--- config.mk ---
export PLATFORM = sky130hd
export DESIGN_NAME = burst_xfer_engine
export DESIGN_NICKNAME = d
export VERILOG_FILES = /design/src/rtl/xfer_pkg.sv /design/src/rtl/xfer_umem.sv /design/src/rtl/xfer_seq.sv /design/src/rtl/burst_xfer_engine.sv
export SDC_FILE = /design/constraint.sdc
export NUM_CORES = 1
export LEC_CHECK = 0
export BUFFER_PORTS_ARGS = -buffer_cell sky130_fd_sc_hd__buf_4
export CAP_MARGIN = 5
export CORE_MARGIN = 5
export CORE_UTILIZATION = 42
export CTS_BUF_LIST = sky130_fd_sc_hd__clkbuf_8
export CTS_CLUSTER_DIAMETER = 120
export DETAILED_ROUTE_END_ITERATION = 6
export PLACE_DENSITY = 0.61
export SLEW_MARGIN = 20
export SYNTH_ARGS = -nofsm -noshare
export SYNTH_HDL_FRONTEND = slang
export SYNTH_HIERARCHICAL = 1
export SYNTH_SLANG_ARGS = --single-unit
--- constraint.sdc ---
create_clock -name clk -period 5.5 [get_ports clk]
set_clock_uncertainty 0.2 [all_clocks]
set_input_delay 0.55 -clock clk [delete_from_list [all_inputs] [get_ports clk]]
set_output_delay 0.55 -clock clk [all_outputs]
set_load 0.01 [all_outputs]
--- src/rtl/xfer_pkg.sv ---
package xfer_pkg;
  typedef enum logic [1:0] {
    ST_IDLE = 2'd0,
    ST_REQ  = 2'd1,
    ST_XFER = 2'd2,
    ST_DONE = 2'd3
  } xfer_state_e;
endpackage

--- src/rtl/xfer_umem.sv ---
module xfer_umem #(
  parameter int DEPTH = 16,
  parameter int DW    = 32,
  localparam int AW   = $clog2(DEPTH)
) (
  input  logic          clk,
  input  logic          eng_we,
  input  logic [AW-1:0] eng_addr,
  input  logic [DW-1:0] eng_wdata,
  output logic [DW-1:0] eng_q,
  input  logic          sw_we,
  input  logic [AW-1:0] sw_addr,
  input  logic [DW-1:0] sw_wdata,
  output logic [DW-1:0] sw_q
);
  logic [DW-1:0] mem [DEPTH];

  // single write port: the engine has priority over software
  always_ff @(posedge clk) begin
    if (eng_we)
      mem[eng_addr] <= eng_wdata;
    else if (sw_we)
      mem[sw_addr] <= sw_wdata;
  end

  always_ff @(posedge clk) begin
    eng_q <= mem[eng_addr];
    sw_q  <= mem[sw_addr];
  end
endmodule

--- src/rtl/xfer_seq.sv ---
module xfer_seq
  import xfer_pkg::*;
#(
  parameter int DEPTH  = 16,
  parameter int CNT_W  = 8,
  parameter int ADDR_W = 32,
  localparam int AW    = $clog2(DEPTH),
  localparam int RW    = $clog2(DEPTH + 1)
) (
  input  logic              clk,
  input  logic              rst,
  input  logic              start,
  input  logic              write_dir,
  input  logic [ADDR_W-1:0] cfg_addr,
  input  logic [CNT_W-1:0]  cfg_count,
  input  logic              gnt,
  input  logic              ack,
  output xfer_state_e       state,
  output logic              req,
  output logic              cyc,
  output logic              dir,
  output logic [ADDR_W-1:0] addr,
  output logic [AW-1:0]     idx,
  output logic              mem_we,
  output logic              done_pulse
);
  logic [RW-1:0] rem;
  logic [RW-1:0] eff_count;

  always_comb begin
    if (cfg_count > CNT_W'(DEPTH))
      eff_count = RW'(DEPTH);
    else
      eff_count = RW'(cfg_count);
  end

  assign mem_we = (state == ST_XFER) && cyc && ack && !dir;

  always_ff @(posedge clk) begin
    if (rst) begin
      state      <= ST_IDLE;
      req        <= 1'b0;
      cyc        <= 1'b0;
      dir        <= 1'b0;
      addr       <= '0;
      idx        <= '0;
      rem        <= '0;
      done_pulse <= 1'b0;
    end else begin
      done_pulse <= 1'b0;
      case (state)
        ST_IDLE: begin
          if (start) begin
            addr <= cfg_addr;
            dir  <= write_dir;
            idx  <= '0;
            rem  <= eff_count;
            if (eff_count == '0) begin
              state      <= ST_DONE;
              done_pulse <= 1'b1;
            end else begin
              state <= ST_REQ;
              req   <= 1'b1;
            end
          end
        end
        ST_REQ: begin
          if (gnt) state <= ST_XFER;
        end
        ST_XFER: begin
          if (!cyc) begin
            cyc <= 1'b1;
          end else if (ack) begin
            cyc  <= 1'b0;
            idx  <= idx + 1'b1;
            addr <= addr + ADDR_W'(4);
            rem  <= rem - 1'b1;
            if (rem == RW'(1)) begin
              state      <= ST_DONE;
              req        <= 1'b0;
              done_pulse <= 1'b1;
            end
          end
        end
        ST_DONE: begin
          if (!start) state <= ST_IDLE;
        end
        default: state <= ST_IDLE;
      endcase
    end
  end

  AST_ADDR_HOLD: assert property (@(posedge clk) disable iff (rst)
    (cyc && !ack) |=> (cyc && $stable(addr)));
  AST_CYC_UNDER_REQ: assert property (@(posedge clk) disable iff (rst)
    cyc |-> req);
  AST_DONE_SINGLE: assert property (@(posedge clk) disable iff (rst)
    done_pulse |=> !done_pulse);
  AST_DONE_HOLDS: assert property (@(posedge clk) disable iff (rst)
    (state == ST_DONE && start) |=> (state == ST_DONE));
  AST_REM_BOUND: assert property (@(posedge clk) disable iff (rst)
    rem <= RW'(DEPTH));
endmodule

--- src/rtl/burst_xfer_engine.sv ---
module burst_xfer_engine
  import xfer_pkg::*;
#(
  parameter int DEPTH  = 16,
  parameter int DW     = 32,
  parameter int CNT_W  = 8,
  parameter int ADDR_W = 32,
  localparam int AW    = $clog2(DEPTH)
) (
  input  logic              clk,
  input  logic              rst,
  input  logic              ctl_start,
  input  logic              ctl_write,
  input  logic [ADDR_W-1:0] cfg_addr,
  input  logic [CNT_W-1:0]  cfg_count,
  output logic [1:0]        eng_state,
  output logic              xfer_done,
  input  logic              sw_we,
  input  logic [AW-1:0]     sw_addr,
  input  logic [DW-1:0]     sw_wdata,
  output logic [DW-1:0]     sw_rdata,
  output logic              bus_req,
  input  logic              bus_gnt,
  output logic              bus_cyc,
  output logic              bus_we,
  output logic [ADDR_W-1:0] bus_addr,
  output logic [DW-1:0]     bus_wdata,
  input  logic [DW-1:0]     bus_rdata,
  input  logic              bus_ack
);
  xfer_state_e   st;
  logic          dir;
  logic [AW-1:0] idx;
  logic          mem_we;

  xfer_seq #(
    .DEPTH (DEPTH),
    .CNT_W (CNT_W),
    .ADDR_W(ADDR_W)
  ) u_seq (
    .clk       (clk),
    .rst       (rst),
    .start     (ctl_start),
    .write_dir (ctl_write),
    .cfg_addr  (cfg_addr),
    .cfg_count (cfg_count),
    .gnt       (bus_gnt),
    .ack       (bus_ack),
    .state     (st),
    .req       (bus_req),
    .cyc       (bus_cyc),
    .dir       (dir),
    .addr      (bus_addr),
    .idx       (idx),
    .mem_we    (mem_we),
    .done_pulse(xfer_done)
  );

  xfer_umem #(
    .DEPTH(DEPTH),
    .DW   (DW)
  ) u_mem (
    .clk      (clk),
    .eng_we   (mem_we),
    .eng_addr (idx),
    .eng_wdata(bus_rdata),
    .eng_q    (bus_wdata),
    .sw_we    (sw_we),
    .sw_addr  (sw_addr),
    .sw_wdata (sw_wdata),
    .sw_q     (sw_rdata)
  );

  assign eng_state = st;
  assign bus_we    = dir;

  AST_STATE_RESET: assert property (@(posedge clk)
    rst |=> (eng_state == 2'd0 && !bus_req && !xfer_done));
  AST_DONE_IN_STATE: assert property (@(posedge clk) disable iff (rst)
    xfer_done |-> (eng_state == 2'd3));
endmodule

### Word-level counts from Yosys, hierarchy flattened

Memory sizes are Yosys's and may differ from the RTL's. A register that Yosys moved wholly into a read port is not among the register bits.
Index checks and enable logic that the tools add are counted.

| word-level totals | value |
|---|---|
| flip-flop bits (word level) | 47 |
| input bits | 115 |
| output and inout bits | 102 |
| logic and storage cells | 79 |
| memory bits (writable) | 512 |
| memories | 1 |

| operators by class | value |
|---|---|
| $lt $le $gt $ge | 1 |
| multiplexer cells | 43 |
| reduce and logical (&&, ||, !) cells | 12 |
| equality and inequality tests | 11 |
| $add $sub $neg | 3 |

Memory list:

| memory | words | bits a word | rd ports | clocked after Yosys merged registers in | wr ports | line | text |
|---|---|---|---|---|---|---|---|
| u_mem.mem | 16 | 32 | 2 | 2 | 1 | xfer_umem.sv:16 | `logic [DW-1:0] mem [DEPTH];` |

Operators with widths:

| operator | count |
|---|---|
| 32-bit two-way mux | 4 |
| 32-bit case mux with 2 select lines | 1 |
| 32-bit by 3-bit adder with 32-bit output, second input constant | 1 |
| 32-bit OR reduction | 1 |
| 5-bit two-way mux | 4 |
| 1-bit two-way mux | 18 |
| 4-bit two-way mux | 4 |
| 2-bit two-way mux | 7 |
| 2-bit inequality test, second input constant | 6 |
| 6-bit AND reduction | 2 |
| 5-bit case mux with 2 select lines | 1 |
| 8-bit by 5-bit greater-than comparator with 1-bit output, second input constant | 1 |
| 2-bit case mux with 4 select lines | 1 |
| 4-bit case mux with 2 select lines | 1 |
| 5-bit by 1-bit == test with 1-bit output, second input constant | 1 |
| 5-bit logical NOT | 1 |
| 5-bit by 1-bit subtractor with 5-bit output, second input constant | 1 |
| 4-bit by 1-bit adder with 4-bit output, second input constant | 1 |
| 2-bit == test, second input constant | 2 |
| 1-bit case mux with 2 select lines | 2 |
| 4-bit AND reduction | 1 |
| 1-bit logical AND | 3 |
| 2-bit by 1-bit == test with 1-bit output, second input constant | 1 |
| 2-bit logical NOT | 1 |
| other kinds (4) | 4 |

### Depth between registers and ports, before layout

| depth | value |
|---|---|
| depth after elaboration | 8 |
| mapped depth | 11 |
| depth with buffers taken out | 7 |

### By module

The synthesis kept the hierarchy.

By module, submodules not included:

| module | seq. area each (um^2) | cells each | instances | area an instance (um^2) |
|---|---|---|---|---|
| xfer_umem | 16656.0 | 1408 | 1 | 25026.5 |
| xfer_seq | 940.9 | 365 | 1 | 2856.5 |

### Least setup slack after synthesis

OpenSTA, ideal clock, no wires.

| timing | value |
|---|---|
| path kind | reg2reg |
| start | register u_seq.state[0] |
| end | memory u_mem.mem[15][0] (enable) |
| path slack | 1497 ps |
| path buffers | 4 |
| required time | 4879 ps |
| clock period less this slack | 4003 ps |
| arrival | 3382 ps |
| stages on the path, launching flop included | 12 |
| library setup time | 421 ps |
| cells stage by stage | dfxtp_1 inv_1 ha_1 clkbuf_1 clkbuf_1 and4b_1 buf_2 nor2b_1 clkbuf_1 and3_1 a31oi_1 nor2_1 |

| on the way | value |
|---|---|
| word-level cells in the longest chain between the ends | 8 |
| elaborated cells between the ends (all ways) | 11 |
| those cells by class | eq/ne (1); mux (6); reduce/logical (4) |

RTL lines:

| what | line | text |
|---|---|---|
| from (decl) | xfer_seq.sv:18 | `output xfer_state_e state,` |
| from (signal assigned) | xfer_seq.sv:41 | `state <= ST_IDLE;` |
| from (signal assigned) | xfer_seq.sv:59 | `state <= ST_DONE;` |
| from (signal assigned) | xfer_seq.sv:62 | `state <= ST_REQ;` |
| 2-bit == test (*) | xfer_seq.sv:37 | `assign mem_we = (state == ST_XFER) && cyc && ack && !dir;` |
| 1-bit logical AND (*) (3 in series) | xfer_seq.sv:37 |  |
| net mem_we | burst_xfer_engine.sv:34 | `logic mem_we;` |
| 1-bit two-way mux | xfer_umem.sv:20 | `if (eng_we)` |
| 1-bit two-way mux (not written as such) | xfer_umem.sv:23 | `mem[sw_addr] <= sw_wdata;` |
| 32-bit OR reduction (no source line) | n/a |  |
| 4-bit two-way mux (no source line) / 1-bit two-way mux (equally long branches) | n/a |  |
| to (decl) | xfer_umem.sv:16 |  |

The timed path passes the listed nets; every way through them passes the cells marked *.

### Final worst setup path

| timing | value |
|---|---|
| start | register u_seq.state[0] |
| end | memory u_mem.mem[15][20] (enable) |

Same word-level chain as after synthesis.

==> run metrics <==
Max Cap Viol 0; depth of the CTS H-tree 3; # port buffers about 220; Worst VDD drop 0.240 mV; Final Power 0.0112 W; Die Footprint 0.0716 sq mm; post-synthesis register bit count 623; Post-synth EDFFs 512; Resized Gates After CTS 0; clk buf depth 3; worst reg2reg path depth 7; cts hold-fix bufs 29; clk_lat worst skew 0.69 ns; Main synth FF type edfxtp_1; count leader, synth edfxtp_1; synth top area cells edfxtp_1 (55%), mux4_2 (16%), dfxtp_1 (8.0%); initial antenna violation count 4; Reg2Reg Capture Point u_mem/mem[15][20]; Total Wirelength just over 80000 um; fill count approximately 5600; CP endpoint kind flop; CTS tree built; HP Class input port to flop; root buffer cell clkbuf_8; First DRT Iteration DRCs roughly 1900; Synth warnings 6; crit path DAT 4.21 ns; Worst-path clk slew roughly 0.05 ns; Final nets 2156; Reg-to-Reg Start u_seq/state[0]; Post-synth top cells edfxtp_1 (512), mux4_2 (192), nand2_1 (156); Sum Neg Setup Slack 0 ns; initial core utilization 0.423; vias in the first global route 18600; CORE AREA between 0.06 and 0.07 sq mm; Tmin final ~4 ns; crit path buf inv count 2; Yosys top cell area share 0.551; maximum fanout along the worst path 25; Die H 268 um; CP max-delay cell nor2_4; DR WL/cell 27.1 um; post-DP HPWL 49700 um; TritonCTS Buffers 103; fmax 248 MHz; # DRC 0; sequential cell area fraction in the yosys report 0.631; synthesized instance count roughly 1800; CP Launch Type flop; Crit Path Category flop to flop; largest net degree at the start of global routing between 80 and 90; CP top delay family simple AND/OR/NAND/NOR gates; status finished, final reports clean; io pins 217; synthesis-to-layout area growth 17.4%; FP Rows 94; worst-margin pin slew 1.19 ns; flop-to-flop setup slack 1.46 ns; Tot GR Track Use 0.220; total iterations of the first detailed-routing run 5; vias per inst roughly 6; clock sinks between 600 and 700; share of layout cells above drive strength 1 0.300; syn nets 1896; Post-synth ARST share 0; area leader, netlist edfxtp_1; Final setup viols 0; Die X 268 um; PD cells 342 mW/mm^2; Hold Crit Start cfg_addr[0]; global-route wire length before repair 118000 um; RSZ-0062 raised after global routing no; global route total overflow 0; postcts setup bufs 0; Synth Cell Area ~0.028 sq mm; Slew Viols, Final 0; CP Cell Sequence inv_1, ha_2, and4b_1, nand2b_2, a31oi_1, nor2_4, buf_4; hold endpoint u_seq/addr[0]; period utilization 0.734; Critical Path RT 5.67 ns; Min-Delay Path Depth 4; gp weighted congestion 0.824; routed vias 18100; Hold Violations, Final 0; Static Leakage 11.0 nW; Syn Area/Cell 15.7 sq um; Detail Route Antenna Nets 0; unique cell type count in the Yosys netlist 70; CP peak stage delay 0.90 ns; relative slew slack 0.205
-- routing by layer --
layer  part of all wire  global-route usage  up-vias
met5            0.00016                   0        -
met4              0.030              0.0781        2
met3              0.091              0.0490      159
met2               0.48               0.357      921
met1               0.40               0.297     9282
li1                   -                   -     7729
-- worst max-delay path by stage --
stage / from / cells after the start / to / slack (ns)
final: u_seq/state[0] / 7 / u_mem/mem[15][20] / 1.46
after global placement: bus_ack / 5 / u_mem/mem[2][3] / 1.47
after detailed placement: bus_ack / 6 / u_mem/mem[14][19] / 1.42
after floorplan: u_seq/state[0] / 11 / u_mem/mem[15][0] / 1.50
after CTS: u_seq/state[0] / 7 / u_mem/mem[15][20] / 1.43
after global routing: u_seq/state[0] / 7 / u_mem/mem[15][20] / 1.27
-- metrics by stage --
step	utilization	instances	setup slack, ns	hold WS, ns	area [sq um]
after CTS	0.497	2983	1.43	0.00293	32700
final	0.497	2985	1.46	0.0721	32700
after global routing	0.497	2984	1.27	0.0663	32700
after detailed placement	0.462	2763	1.42	0.284	30400
after floorplan	-	1773	1.50	0.276	27900
after global placement	0.461	2761	1.47	0.266	30400
-- layout make-up --
type / count / area [sq um] / area share
Sequential cell: 623 / 17600 / 0.538
Multi-Input combinational cell: 1000 / 9680 / 0.296
Timing Repair Buffer: 288 / 2270 / 0.0694
Clock buffer: 105 / 1450 / 0.0441
Tap cell: 864 / 1080 / 0.0330
Clock inverter: 86 / 589 / 0.0180
Inverter: 17 / 63.8 / 0.00195
Antenna cell: 2 / 5.00 / 0.000153
-- cell usage in the layout (no fill, tap or decap), types with 17 or more instances in the layout --
master	Yosys	final
o22ai_1	71	71
mux4_2	192	192
clkinv_1	1	23
a21oi_1	30	29
nand3_1	53	53
a22oi_1	112	112
nor3_1	18	18
dlygate4sd3_1	0	29
dfxtp_1	111	107
nor2_4	0	17
nor2_1	89	71
inv_1	16	46
edfxtp_1	512	512
buf_4	20	256
mux2i_1	139	139
clkinv_2	0	18
o21ai_0	17	17
nand2_1	156	156
clkbuf_8	0	105
-- state kept, by name, summed over array words and instances, names as in the netlist --
name	flops
u_mem/mem	512
u_mem/eng_q	32
u_mem/sw_q	32
u_seq/addr	32
u_seq/rem	5
u_seq/idx	4
u_seq/state	2
u_seq/cyc	1
u_seq/dir	1
u_seq/done_pulse	1
u_seq/req	1
-- tightest hold or removal path, stage by stage --
cell	delay [ns]
buf_4	0.08
nor3b_1	0.16
a21oi_1	0.06
nor2_1	0.07
-- where the power goes --
| group | switching, W | internal, W |
|---|---|---|
| Sequential | 0.000194 | 0.00536 |
| Clock | 0.00188 | 0.00216 |
| Combinational | 0.000957 | 0.000647 |
| Total | 0.00304 | 0.00817 |
-- logic make-up after synthesis --
group / after synthesis / synth area share
mux: 332 / 0.205
fa+ha+maj: 8 / 0.00359
buf+inv: 150 / 0.0277
flops: 623 / 0.631
compound gates: 283 / 0.0703
xor+xnor: 2 / 0.000628
simple gates: 375 / 0.0613
(Power assumes the default switching activity.)
